### src/rtl/ecc_rmw_pkg.sv
package ecc_rmw_pkg;
  localparam int DATA_W = 32;
  localparam int HAM_W  = 6;
  localparam int CHK_W  = HAM_W + 1;
  localparam int CODE_W = DATA_W + CHK_W;
  localparam int LANES  = DATA_W / 8;

  typedef enum logic [2:0] {
    ST_IDLE,
    ST_WFULL,
    ST_RD,
    ST_CHK,
    ST_DONE
  } ctl_state_e;

  // Hamming position (non power of two, starting at 3) of data bit d
  function automatic logic [HAM_W-1:0] bit_slot(input int d);
    int n;
    logic [HAM_W-1:0] r;
    n = 0;
    r = '0;
    for (int p = 1; p <= DATA_W + HAM_W; p++) begin
      if ((p & (p - 1)) != 0) begin
        if (n == d) r = HAM_W'(p);
        n++;
      end
    end
    return r;
  endfunction

  // Hamming parity bits over the data word
  function automatic logic [HAM_W-1:0] ham_bits(input logic [DATA_W-1:0] d);
    logic [HAM_W-1:0] h;
    logic [HAM_W-1:0] s;
    h = '0;
    for (int i = 0; i < DATA_W; i++) begin
      s = bit_slot(i);
      for (int j = 0; j < HAM_W; j++) begin
        if (s[j]) h[j] = h[j] ^ d[i];
      end
    end
    return h;
  endfunction
endpackage

### src/rtl/ecc_rmw_enc.sv
module ecc_rmw_enc
  import ecc_rmw_pkg::*;
(
  input  logic [DATA_W-1:0] data,
  output logic [CHK_W-1:0]  check
);
  logic [HAM_W-1:0] ham;

  assign ham   = ham_bits(data);
  // top bit makes the parity of the whole 39-bit word even
  assign check = {^{data, ham}, ham};
endmodule

### src/rtl/ecc_rmw_dec.sv
module ecc_rmw_dec
  import ecc_rmw_pkg::*;
(
  input  logic [CODE_W-1:0] code,
  output logic [DATA_W-1:0] data_ok,
  output logic              unc
);
  logic [DATA_W-1:0] raw;
  logic [CHK_W-1:0]  chk;
  logic [HAM_W-1:0]  syn;
  logic              odd;
  logic              hit;

  assign raw = code[DATA_W-1:0];
  assign chk = code[CODE_W-1:DATA_W];
  assign syn = ham_bits(raw) ^ chk[HAM_W-1:0];
  assign odd = ^code;

  always_comb begin
    data_ok = raw;
    unc     = 1'b0;
    hit     = 1'b0;
    if (odd) begin
      // odd parity: one flip; only a data-bit syndrome needs repair
      if ((syn & (syn - 1'b1)) != '0) begin
        for (int i = 0; i < DATA_W; i++) begin
          if (bit_slot(i) == syn) begin
            data_ok[i] = ~raw[i];
            hit        = 1'b1;
          end
        end
        if (!hit) unc = 1'b1;
      end
    end else if (syn != '0) begin
      unc = 1'b1;
    end
  end
endmodule

### src/rtl/ecc_rmw_lanes.sv
module ecc_rmw_lanes
  import ecc_rmw_pkg::*;
(
  input  logic [DATA_W-1:0] old_word,
  input  logic              phase,
  input  logic [1:0]        off,
  input  logic [2:0]        nbytes,
  input  logic [DATA_W-1:0] wdata,
  input  logic [DATA_W-1:0] acc_in,
  output logic [DATA_W-1:0] new_word,
  output logic [DATA_W-1:0] acc_out
);
  logic [LANES-1:0] sel;
  logic [1:0]       idx [LANES];

  for (genvar j = 0; j < LANES; j++) begin : g_lane
    logic [3:0] lin;
    logic [3:0] k;
    // linear byte position of this lane within the two-word window
    assign lin    = {1'b0, phase, 2'(j)};
    assign k      = lin - {2'b00, off};
    assign sel[j] = (lin >= {2'b00, off}) && (k < {1'b0, nbytes});
    assign idx[j] = k[1:0];
    assign new_word[8*j +: 8] = sel[j] ? wdata[8*idx[j] +: 8] : old_word[8*j +: 8];
  end

  always_comb begin
    acc_out = acc_in;
    for (int j = 0; j < LANES; j++) begin
      if (sel[j]) acc_out[8*idx[j] +: 8] = old_word[8*j +: 8];
    end
  end
endmodule

### src/rtl/ecc_rmw_ctrl.sv
module ecc_rmw_ctrl
  import ecc_rmw_pkg::*;
#(
  parameter int ADDR_W = 16
) (
  input  logic                clk,
  input  logic                rst_n,
  input  logic                req_valid,
  output logic                req_ready,
  input  logic                req_write,
  input  logic [1:0]          req_size,
  input  logic [ADDR_W-1:0]   req_addr,
  input  logic [DATA_W-1:0]   req_wdata,
  output logic [DATA_W-1:0]   rsp_rdata,
  output logic                rsp_err,
  output logic                mem_en,
  output logic                mem_we,
  output logic [ADDR_W-3:0]   mem_addr,
  output logic [CODE_W-1:0]   mem_wdata,
  input  logic [CODE_W-1:0]   mem_rdata
);
  localparam int WA_W = ADDR_W - 2;

  ctl_state_e        st_q, st_d;
  logic              wr_q, ph_q, two_q, err_q;
  logic [2:0]        nb_q;
  logic [1:0]        off_q;
  logic [DATA_W-1:0] wd_q, acc_q;
  logic [WA_W-1:0]   word_q;

  logic [2:0]        req_nb;
  logic              req_full;
  logic [DATA_W-1:0] fix_data, merged, acc_nxt, enc_in;
  logic [CHK_W-1:0]  enc_chk;
  logic              unc;

  always_comb begin
    case (req_size)
      2'd0:    req_nb = 3'd1;
      2'd1:    req_nb = 3'd2;
      default: req_nb = 3'd4;
    endcase
  end

  assign req_full = req_write && (req_nb == 3'd4) && (req_addr[1:0] == 2'b00);

  ecc_rmw_dec dec_i (
    .code    (mem_rdata),
    .data_ok (fix_data),
    .unc     (unc)
  );

  ecc_rmw_lanes lanes_i (
    .old_word (fix_data),
    .phase    (ph_q),
    .off      (off_q),
    .nbytes   (nb_q),
    .wdata    (wd_q),
    .acc_in   (acc_q),
    .new_word (merged),
    .acc_out  (acc_nxt)
  );

  // one encoder shared by the direct write and the merge write-back
  assign enc_in = (st_q == ST_WFULL) ? wd_q : merged;

  ecc_rmw_enc enc_i (
    .data  (enc_in),
    .check (enc_chk)
  );

  always_comb begin
    mem_en = 1'b0;
    mem_we = 1'b0;
    st_d   = st_q;
    case (st_q)
      ST_IDLE: begin
        if (req_valid) st_d = req_full ? ST_WFULL : ST_RD;
      end
      ST_WFULL: begin
        mem_en = 1'b1;
        mem_we = 1'b1;
        st_d   = ST_DONE;
      end
      ST_RD: begin
        mem_en = 1'b1;
        st_d   = ST_CHK;
      end
      ST_CHK: begin
        if (unc) begin
          st_d = ST_DONE;
        end else begin
          if (wr_q) begin
            mem_en = 1'b1;
            mem_we = 1'b1;
          end
          st_d = (two_q && !ph_q) ? ST_RD : ST_DONE;
        end
      end
      ST_DONE: st_d = ST_IDLE;
      default: st_d = ST_IDLE;
    endcase
  end

  assign mem_addr  = word_q;
  assign mem_wdata = {enc_chk, enc_in};
  assign req_ready = (st_q == ST_DONE);
  assign rsp_rdata = acc_q;
  assign rsp_err   = (st_q == ST_DONE) && err_q;

  always_ff @(posedge clk or negedge rst_n) begin
    if (!rst_n) begin
      st_q   <= ST_IDLE;
      wr_q   <= 1'b0;
      ph_q   <= 1'b0;
      two_q  <= 1'b0;
      err_q  <= 1'b0;
      nb_q   <= 3'd0;
      off_q  <= 2'd0;
      wd_q   <= '0;
      acc_q  <= '0;
      word_q <= '0;
    end else begin
      st_q <= st_d;
      if (st_q == ST_IDLE && req_valid) begin
        wr_q   <= req_write;
        nb_q   <= req_nb;
        off_q  <= req_addr[1:0];
        wd_q   <= req_wdata;
        word_q <= req_addr[ADDR_W-1:2];
        ph_q   <= 1'b0;
        two_q  <= ({1'b0, req_addr[1:0]} + req_nb) > 3'd4;
        acc_q  <= '0;
        err_q  <= 1'b0;
      end else if (st_q == ST_CHK) begin
        if (unc) begin
          err_q <= 1'b1;
        end else begin
          acc_q <= acc_nxt;
          if (two_q && !ph_q) begin
            ph_q   <= 1'b1;
            word_q <= word_q + 1'b1;
          end
        end
      end
    end
  end
endmodule

### config.mk
export PLATFORM = sky130hd
export DESIGN_NAME = ecc_rmw_ctrl
export DESIGN_NICKNAME = d
export VERILOG_FILES = /design/src/rtl/ecc_rmw_pkg.sv /design/src/rtl/ecc_rmw_enc.sv /design/src/rtl/ecc_rmw_dec.sv /design/src/rtl/ecc_rmw_lanes.sv /design/src/rtl/ecc_rmw_ctrl.sv
export SDC_FILE = /design/constraint.sdc
export NUM_CORES = 1
export LEC_CHECK = 0
export ABC_AREA = 1
export BUFFER_PORTS_ARGS = -buffer_cell sky130_fd_sc_hd__clkbuf_2
export CORE_MARGIN = 5
export CORE_UTILIZATION = 26
export DETAILED_ROUTE_END_ITERATION = 8
export SLEW_MARGIN = 0
export SYNTH_ARGS = -nofsm -noshare
export SYNTH_HDL_FRONTEND = slang
export SYNTH_SLANG_ARGS = --single-unit
### constraint.sdc
create_clock -name clk -period 5.4 [get_ports clk]
set_input_delay 0.27 -clock clk [delete_from_list [all_inputs] [get_ports clk]]
set_output_delay 0.27 -clock clk [all_outputs]
set_load 0.005 [all_outputs]
== Yosys cells after proc, flatten, opt, wreduce, memory -nomap -nowiden ==
Cells that the tools add are included.
Storage, ports and cells
  register bits: 90
  input bits: 93
  output and inout port bits: 89
  word-level logic and storage cells: 2557
Cells by class
  add/sub/neg operators: 41
  $lt $le $gt $ge: 9
  equal/unequal tests: 1001
  shift-type cells: 12
  muxes and demuxes: 1227
  bitwise logic cells: 202
  reduce and logical (&&, ||, !) cells: 55
Operators by type and width (number)
  32-bit by 6-bit == test with 1-bit output, second input constant: 496
  32-bit by 5-bit == test with 1-bit output, second input constant: 248
  32-bit by 4-bit == test with 1-bit output, second input constant: 124
  6-bit 2-to-1 mux: 472
  32-bit 2-to-1 mux: 72
  32-bit by 3-bit == test with 1-bit output, second input constant: 62
  5-bit 2-to-1 mux: 345
  32-bit by 2-bit == test with 1-bit output, second input constant: 31
  32-bit zero test: 31
  32-bit by 2-bit adder with 32-bit output, second input constant: 30
  4-bit 2-to-1 mux: 161
  3-bit 2-to-1 mux: 81
  6-bit == test: 32
  1-bit bitwise XOR: 168
  5-bit negation with 34-bit output: 4
  8-bit by 34-bit variable shift with 32-bit output, first input constant: 4
  8-bit by 34-bit variable part select with 32-bit output: 4
  32-bit bitwise mux: 4
  32-bit by 6-bit variable part select with 8-bit output: 4
  1-bit 2-to-1 mux: 79
  14-bit 2-to-1 mux: 4
  39-bit XOR reduction: 1
  38-bit XOR reduction: 1
  8-bit 2-to-1 mux: 4
  28 further kinds: 85

== Logic depth before layout (Yosys ltp) ==
Gate-level depths: netlist of the first run.
  depth in word-level cells: 158
  mapped depth: 40
  mapped depth without buffers: 38

== Modules after synthesis ==
From an unflattened synthesis of the first run, not the netlist that was laid out.
Unflattened totals
  cell total of the unflattened synthesis: 2308
  area total of the unflattened synthesis: 12839.8 µm²
By module, submodules not included
  ecc_rmw_ctrl: instances 1, cells an instance 572, area an instance 4436.8 µm², sequential area each 2252.2 µm²
  ecc_rmw_lanes: instances 1, cells an instance 870, area an instance 4182.8 µm², sequential area each 0.0 µm²
  ecc_rmw_dec: instances 1, cells an instance 522, area an instance 2666.3 µm², sequential area each 0.0 µm²
  ecc_rmw_enc: instances 1, cells an instance 344, area an instance 1554.0 µm², sequential area each 0.0 µm²

== Worst setup path after synthesis of the first run ==
OpenSTA, ideal clock, no wires.
  path type: flip-flop to output port
  from: reg off_q[1]
  to: out mem_wdata[38]
  arrival time: 4.123 ns
  data required time: 5.130 ns
  path slack: 1.007 ns
  cell stages (with the launch flop): 30
  buffers on the path: 4
  cell sequence: dfrtp_1 clkbuf_1 clkinv_1 clkbuf_1 ha_1 clkinv_1 clkbuf_1 ha_1 inv_1 nor2_1 o21ai_0 nand2_1 clkbuf_1 o21ai_0 inv_1 a21oi_4 nand2_1 nand2_1 nand2_1 nand2_2 nand2_1 nand2_1 nand3_1 nand2_2 nand3_1 nand2_1 nand3_1 nand2_1 nand2_1 nand2_1
On the way
  elaborated cells between the ends (all ways): 110
  classes of those cells: add/sub (4); order compare (8); shift (4); mux (5); bitwise (84); reduce/logical (5)
RTL lines
  start, declared: RTL line ecc_rmw_ctrl.sv:27  | logic [1:0] off_q;
  start signal, assigned: RTL line ecc_rmw_ctrl.sv:128  | off_q <= req_addr[1:0];
  parallel branches: the longest is 3 deep, another holds 3-bit by 2-bit subtractor with 4-bit output
  8-bit 2-to-1 mux *: RTL line ecc_rmw_lanes.sv:24  | assign new_word[8*j +: 8] = sel[j] ? wdata[8*idx[j] +: 8] : old_word[8*j +: 8];
  32-bit 2-to-1 mux *: RTL line ecc_rmw_ctrl.sv:65  | assign enc_in = (st_q == ST_WFULL) ? wd_q : merged;
  via mem_wdata[21]: RTL line ecc_rmw_ctrl.sv:19  | output logic [CODE_W-1:0] mem_wdata,
  1-bit bitwise XOR * (5 in a row): RTL line ecc_rmw_pkg.sv:39  | if (s[j]) h[j] = h[j] ^ d[i];
  via mem_wdata[35]: RTL line ecc_rmw_ctrl.sv:19
  38-bit XOR reduction *: RTL line ecc_rmw_enc.sv:11  | assign check = {^{data, ham}, ham};
  end, declared: RTL line ecc_rmw_ctrl.sv:19
Mark *: on every way through the listed nets, which the timed path passes.

== Worst setup path in the final report of the first run ==
  from: reg off_q[1]
  to: out mem_wdata[38]
On the way
  word-level cells in the longest chain between the ends: 23
  elaborated cells between the ends (all ways): 110
  classes of those cells: add/sub (4); order compare (8); shift (4); mux (5); bitwise (84); reduce/logical (5)
Ends and longest elaborated chain (RTL line)
  parallel branches: the longest is 4 deep, another holds 3-bit by 2-bit subtractor with 4-bit output
  32-bit 2-to-1 mux *: ecc_rmw_ctrl.sv:65
  1-bit bitwise XOR (17 in a row): ecc_rmw_pkg.sv:39
  38-bit XOR reduction *: ecc_rmw_enc.sv:11
Every way passes the cells marked *.

==> flow_metrics.tcl, run 1 <==
set metrics [dict create \
    outcome "completed" \
    ys_types 53 \
    critPathMaxFanout 20 \
    placement.io_buffers 181 \
    die_height_um 229 \
    synthToLayoutAreaGrowth_pct 14.4 \
    setup_total_negative_slack_ns 0 \
    cts-htree-levels 3 \
    tritoncts "yes" \
    library_cell_appearing_most_often_on_the_critical_path "sky130_fd_sc_hd__nand2_1" \
    starting_utilization_of_the_core_area_pct 26.2 \
    cts_buffers 9 \
    min_path_type "input port to flip-flop" \
    avgSynthCellArea_um2 5.57 \
    antenna_found_initial 5 \
    drive_gt1_share_pct 17.1 \
    slew_violations 0 \
    grt_pass1_wl_um 78300 \
    seq_area_frac_synth_pct 18.1 \
    ys_seq_elements 90 \
    grt_use_total_pct 18.8 \
    grt-ovfl-total 0 \
    fillCellCount 5453 \
    dieArea_um2 52300 \
    yosysTopAreaCell "sky130_fd_sc_hd__nand2_1" \
    route.detailed.drc 0 \
    rsz0062_at_grt "no" \
    route.antenna.remaining_nets 0 \
    grt_pass1_vias 13300 \
    final.period_utilization_pct 93.2 \
    worst_ep_arrival_time_ns 4.76 \
    timing.final.setup_violations 0 \
    cp-start-kind "flip-flop" \
    worst-slew-pin-transition_ns 1.10 \
    cp.required_ns 5.13 \
    clock_sink_count 90 \
    detail_route.wl_per_cell_um 17.1 \
    total_number_of_vias 14600 \
    synthArstFlopShare_pct 100 \
    x_dimension_of_the_die_um 229 \
    synth_top_area_share_pct 25.0 \
    critical_path.top_delay_family "simple AND/OR/NAND/NOR gates" \
    critical-path-max-stage-delay_ns 0.72 \
    hpwl_um 42200 \
    ys.flop_type "sky130_fd_sc_hd__dfrtp_1" \
    route.detailed.vias_per_inst 4.88 \
    fin_crit_ns 5.03 \
    ctsRootBufferMaster "sky130_fd_sc_hd__clkbuf_16" \
    worst-setup-path-type "flip-flop to primary output" \
    detailedRoute.firstPassIterationCount 7 \
    drt_wl_total_um 51200 \
    clock_latency_ns 0.36 \
    max_clock_freq_mhz 199 \
    synth.net_count 2348 \
    worst_setup_path_end_kind "primary output" \
    max-clock-path-buffers 2 \
    synth.area.top_cells "sky130_fd_sc_hd__nand2_1 (25%), sky130_fd_sc_hd__dfrtp_1 (18%), sky130_fd_sc_hd__o21ai_0 (9.0%)" \
    finalWeightedCongestion 0.976 \
    worst-path-buf-inv 4 \
    syn_area_um2 12400 \
    fin_skew_ns 0.0134 \
    finalHoldViolations 0 \
    crit_slowest_cell "sky130_fd_sc_hd__a211oi_2" \
    timing.max_slew.rel_slack_pct 26.0 \
    worst_setup_hold_path_clk_slew_ns 0.08 \
    post_synth_inst_count 2231 \
    fin_nets 2490 \
    max-cap-violations 0 \
    violation_count_after_the_first_detailed_routing_iteration 1642 \
    placeableCoreArea_um2 47500 \
    synth_enable_flop_cells 0 \
    grt_start_max_net_pins 74 \
    yosys_warnings 0 \
    std_cell_rows 80 \
    top_level_ports 182 \
]
-- sequential cells by signal (all words and copies together), names as in the netlist --
name / count
nb_q: 3
off_q: 2
st_q: 3
ph_q: 1
wd_q: 32
wr_q: 1
mem_addr: 14
two_q: 1
err_q: 1
rsp_rdata: 32
-- cells by family (layout without fill, tap and decap cells) --
logic type,Yosys count,in the layout,share of synthesized area [%]
and+or+nand+nor,1297,1297,45.6
DFF,90,90,18.1
adders and majority gates,24,24,2.48
AOI/OAI and AO/OA,395,395,18.5
xor gates and xnor gates,40,40,3.03
other,0,1,0
buffers and inverters,385,532,12.2
-- worst paths after layout --
path,start,slack [ns],cells past startpoint,to
worst max-delay path,off_q[1],0.37,26,mem_wdata[38]
worst min-delay path,req_wdata[22],0.11,3,wd_q[22]
worst max register to register,off_q[1],1.06,12,rsp_rdata[29]
worst min register to register,wr_q,0.50,2,wr_q
max in group asynchronous,rst_n,3.85,3,off_q[0]
min in group asynchronous,rst_n,0.44,2,mem_addr[2]
-- worst register-to-register path: stages, from the launching register on --
cell	delay, ns
sky130_fd_sc_hd__dfrtp_1	0.35
sky130_fd_sc_hd__clkinv_1	0.17
sky130_fd_sc_hd__buf_4	0.27
sky130_fd_sc_hd__ha_1	0.32
sky130_fd_sc_hd__ha_1	0.30
sky130_fd_sc_hd__a211oi_2	0.72
sky130_fd_sc_hd__inv_1	0.49
sky130_fd_sc_hd__nor2_1	0.86
sky130_fd_sc_hd__o21ai_0	0.21
sky130_fd_sc_hd__o211ai_1	0.14
sky130_fd_sc_hd__o211ai_1	0.11
sky130_fd_sc_hd__nand3_1	0.11
sky130_fd_sc_hd__o21ai_0	0.12
-- layout by cell type (no fill, tap or decap), types with 15 or more instances in the layout --
master / Yosys / layout
sky130_fd_sc_hd__nand2_1: 827 / 825
sky130_fd_sc_hd__inv_1: 265 / 264
sky130_fd_sc_hd__o21ai_0: 223 / 223
sky130_fd_sc_hd__clkbuf_2: 0 / 180
sky130_fd_sc_hd__nand3_1: 162 / 162
sky130_fd_sc_hd__nor2_1: 139 / 139
sky130_fd_sc_hd__dfrtp_1: 90 / 89
sky130_fd_sc_hd__a21oi_1: 84 / 84
sky130_fd_sc_hd__nand2_2: 62 / 64
sky130_fd_sc_hd__inv_2: 44 / 45
sky130_fd_sc_hd__o211ai_1: 35 / 35
sky130_fd_sc_hd__nand4_1: 29 / 29
sky130_fd_sc_hd__ha_1: 23 / 23
sky130_fd_sc_hd__xor2_1: 21 / 21
sky130_fd_sc_hd__buf_4: 5 / 21
sky130_fd_sc_hd__xnor2_1: 17 / 17
sky130_fd_sc_hd__nand3_2: 15 / 15
-- per-layer routing --
layer | track usage (%) | part of all wire, % | vias up
li1 | - | - | 7393
met1 | 26.0 | 44 | 6477
met2 | 29.2 | 43 | 611
met3 | 3.42 | 7.9 | 116
met4 | 7.30 | 4.5 | 8
met5 | 0 | 0.13 | -
-- synthesized netlist by cell type, drive strengths merged (5+ instances only) --
cell and instances:
dfrtp 90, clkinv 5, a31oi 10, nand3b 6
nor4 5, o21ai 227, buf 22, nor3 15
a21oi 108, xnor2 18, inv 309, xor2 22
nand2 896, nand3 178, nor2 161, clkbuf 49
ha 23, o211ai 35, nand4 30
-- timing repair --
action / in CTS / in global routing
setup endpoints to repair: 0 / 1
resized for setup: 0 / 1
setup buffers: 0 / 2
hold buffers: 1 / 0
hold endpoints to repair: 39 / 0
-- per-stage QoR --
| stage | utilization (%) | worst slack [ns] | cells | hold WS [ns] | cell area, um2 |
|---|---|---|---|---|---|
| floorplan | - | 1.01 | 2231 | -0.0256 | 12400 |
| global placement | 29.3 | 0.780 | 2974 | 0.300 | 13900 |
| detailed placement | 29.3 | 0.743 | 2974 | 0.308 | 13900 |
| CTS | 29.9 | 0.345 | 2991 | 0.0990 | 14200 |
| global route | 29.9 | 0.0274 | 2993 | 0.123 | 14200 |
| finish | 29.9 | 0.366 | 2994 | 0.107 | 14200 |
-- area by class of cell --
cell class              instances  area, um2  area share [%]
diodes                          1       2.50          0.0176
clock buffers                  11        253            1.78
clock inverters                 5       37.5           0.264
inverters                     314       1180            8.28
multi-input cells            1756       8670            60.9
flip-flops and latches         90       2250            15.8
well taps                     615        769            5.41
repair buffers                202       1070            7.51
Power of run 1 is not shown: default switching activity piles up to over one toggle a cycle in this logic, so the estimate is an artifact.
==> run 2: changes to the inputs <==
--- a/config.mk
+++ b/config.mk
@@ -7,9 +7,13 @@
 export LEC_CHECK = 0
 export ABC_AREA = 1
 export BUFFER_PORTS_ARGS = -buffer_cell sky130_fd_sc_hd__clkbuf_2
+export CELL_PAD_IN_SITES_DETAIL_PLACEMENT = 0
+export CELL_PAD_IN_SITES_GLOBAL_PLACEMENT = 1
 export CORE_MARGIN = 5
 export CORE_UTILIZATION = 26
 export DETAILED_ROUTE_END_ITERATION = 8
+export MAX_ROUTING_LAYER = met4
+export PLACE_DENSITY_LB_ADDON = 0.1
 export SLEW_MARGIN = 0
 export SYNTH_ARGS = -nofsm -noshare
 export SYNTH_HDL_FRONTEND = slang
==> run 2 against run 1 <==
  * Clock skew shrank 0.0011 ns
  * Register-to-register slack better by 0.02 ns
  * Setup slack better by 0.24 ns
  * Die area did not move
  * Global-route usage increased by 3.3 points
  * Cell count rose by 0.13%
  * Cell area up 0.12%
  * Non-clock buffer count grew 4
  * Core utilization about the same
  * Worst hold slack got worse by 0.014 ns
  * First-iteration DRC count decreased by 37%
  * Flip-flop and latch count unchanged
  * Highest routed layer is now met4
==> flow_metrics.tcl, run 2 (same netlist as run 1, synthesis figures left out) <==
set metrics [dict create \
    worstRegToRegCells 15 \
    synthToLayoutAreaGrowth_pct 14.6 \
    placeableCoreArea_um2 47500 \
    worst-slew-pin-transition_ns 1.10 \
    route.antenna.remaining_nets 0 \
    critical_path.startpoint "off_q[1]" \
    cp.required_ns 5.13 \
    clock_latency_ns 0.38 \
    die_height_um 229 \
    timing.final.setup_violations 0 \
    final.period_utilization_pct 88.8 \
    clock_sink_count 90 \
    max-cap-violations 0 \
    min_delay_path_depth 3 \
    critPathMaxFanout 23 \
    fin_crit_ns 4.79 \
    grt_start_max_net_pins 74 \
    setup_total_negative_slack_ns 0 \
    finalHoldViolations 0 \
    fin_nets 2494 \
    cts-htree-levels 3 \
    r2r-start "off_q[1]" \
    library_cell_appearing_most_often_on_the_critical_path "sky130_fd_sc_hd__nand2_1" \
    final_common_cell "sky130_fd_sc_hd__nand2_1" \
    grt-ovfl-total 0 \
    worst_ep_arrival_time_ns 4.52 \
    drt_wl_total_um 57400 \
    worst-r2r-setup-slack_ns 1.08 \
    route.detailed.vias_per_inst 4.85 \
    min_path_type "input port to flip-flop" \
    cts_buffers 9 \
    timing.max_slew.rel_slack_pct 26.2 \
    worstSetupEndpoint "mem_wdata[38]" \
    fin_skew_ns 0.0122 \
    worst-setup-path-type "flip-flop to primary output" \
    dieArea_um2 52300 \
    cp-start-kind "flip-flop" \
    x_dimension_of_the_die_um 229 \
    hpwl_um 47400 \
    placement.io_buffers 181 \
    std_cell_rows 80 \
    grt_pass1_wl_um 87000 \
    worst_setup_hold_path_clk_slew_ns 0.08 \
    worst_setup_path_end_kind "primary output" \
    drive_gt1_share_pct 17.2 \
    postCtsSetupBuffers 0 \
    total_number_of_vias 14500 \
    grt_pass1_vias 14000 \
    ctsRootBufferMaster "sky130_fd_sc_hd__clkbuf_16" \
    slew_violations 0 \
    rsz0062_at_grt "no" \
    antenna_found_initial 0 \
    top_level_ports 182 \
    tritoncts "yes" \
    route.detailed.drc 0 \
    max-clock-path-buffers 2 \
    detailedRoute.firstPassIterationCount 5 \
    grt_use_total_pct 22.1 \
    r2r_end "rsp_rdata[2]" \
    critical-path-max-stage-delay_ns 0.40 \
    violation_count_after_the_first_detailed_routing_iteration 1036 \
    outcome "completed" \
    detail_route.wl_per_cell_um 19.1 \
    max_clock_freq_mhz 209 \
    finalWeightedCongestion 0.906 \
    fillCellCount 5537 \
    crit_slowest_cell "sky130_fd_sc_hd__nand2_1" \
    starting_utilization_of_the_core_area_pct 26.2 \
    most_frequent_cells_in_the_layout "sky130_fd_sc_hd__nand2_1 (826), sky130_fd_sc_hd__inv_1 (264), sky130_fd_sc_hd__o21ai_0 (223)" \
]
==> run 2: cell types whose count changed in the layout (fill, tap and decap cells not counted) <==
cell and delta:
sky130_fd_sc_hd__buf_4 +4, sky130_fd_sc_hd__clkbuf_1 +1, sky130_fd_sc_hd__clkbuf_8 -2, sky130_fd_sc_hd__clkinv_4 +2, sky130_fd_sc_hd__clkinvlp_4 -2, sky130_fd_sc_hd__inv_8 +1
sky130_fd_sc_hd__nand2_1 +1, sky130_fd_sc_hd__nand2_2 -1
==> run 2: stage by stage <==
stage	cell area, um2	worst slack (ns)	utilization, %	cells	hold slack [ns]
4_1_cts	14200	0.490	30.0	2997	0.0714
2_1_floorplan	12400	1.01	-	2231	-0.0256
5_1_grt	14200	0.0582	30.0	2997	0.108
6_report	14200	0.606	30.0	2998	0.0929
3_3_place_gp	14000	0.820	29.3	2980	0.348
3_5_place_dp	14000	0.828	29.3	2980	0.349
==> run 2: how the worst min path moves through the flow <==
stage	from	endpoint
2_1_floorplan	rst_n	err_q
3_3_place_gp	rst_n	mem_addr[4]
3_5_place_dp	rst_n	mem_addr[4]
4_1_cts	req_wdata[9]	wd_q[9]
5_1_grt	req_wdata[9]	wd_q[9]
6_report	req_wdata[9]	wd_q[9]
==> run 2: final cells by class <==
| class | count | area, um2 | area share, % |
|---|---|---|---|
| Timing Repair Buffer | 206 | 1100 | 7.71 |
| Clock inverter | 6 | 51.3 | 0.360 |
| Antenna cell | 1 | 2.50 | 0.0176 |
| Clock buffer | 10 | 229 | 1.61 |
| Tap cell | 615 | 769 | 5.40 |
| Sequential cell | 90 | 2250 | 15.8 |
| Multi-Input combinational cell | 1756 | 8660 | 60.8 |
| Inverter | 314 | 1180 | 8.27 |
==> run 2: timing repair <==
action | 4_1_cts | 5_1_grt
resized for setup | 0 | 0
hold buffers | 1 | 0
endpoints found under the hold margin | 43 | 0
==> run 2: routing by layer <==
layer / up-vias / GRT usage [%] / share of wire (%)
li1: 7399 / - / -
met2: 385 / 34.4 / 45
met5: - / - / 0
met3: 69 / 2.24 / 4.0
met4: 0 / 7.09 / 3.0
met1: 6683 / 30.3 / 48
==> run 2: critical path: cells and delay by family, from the launching register on <==
kind            cells  cell delay (ns)
buf+inv             6             0.84
compound gates      2             0.43
flops               1             0.38
simple gates       18             1.75
fa+ha+maj           3             0.76
Power of run 2 is left out for the same reason.
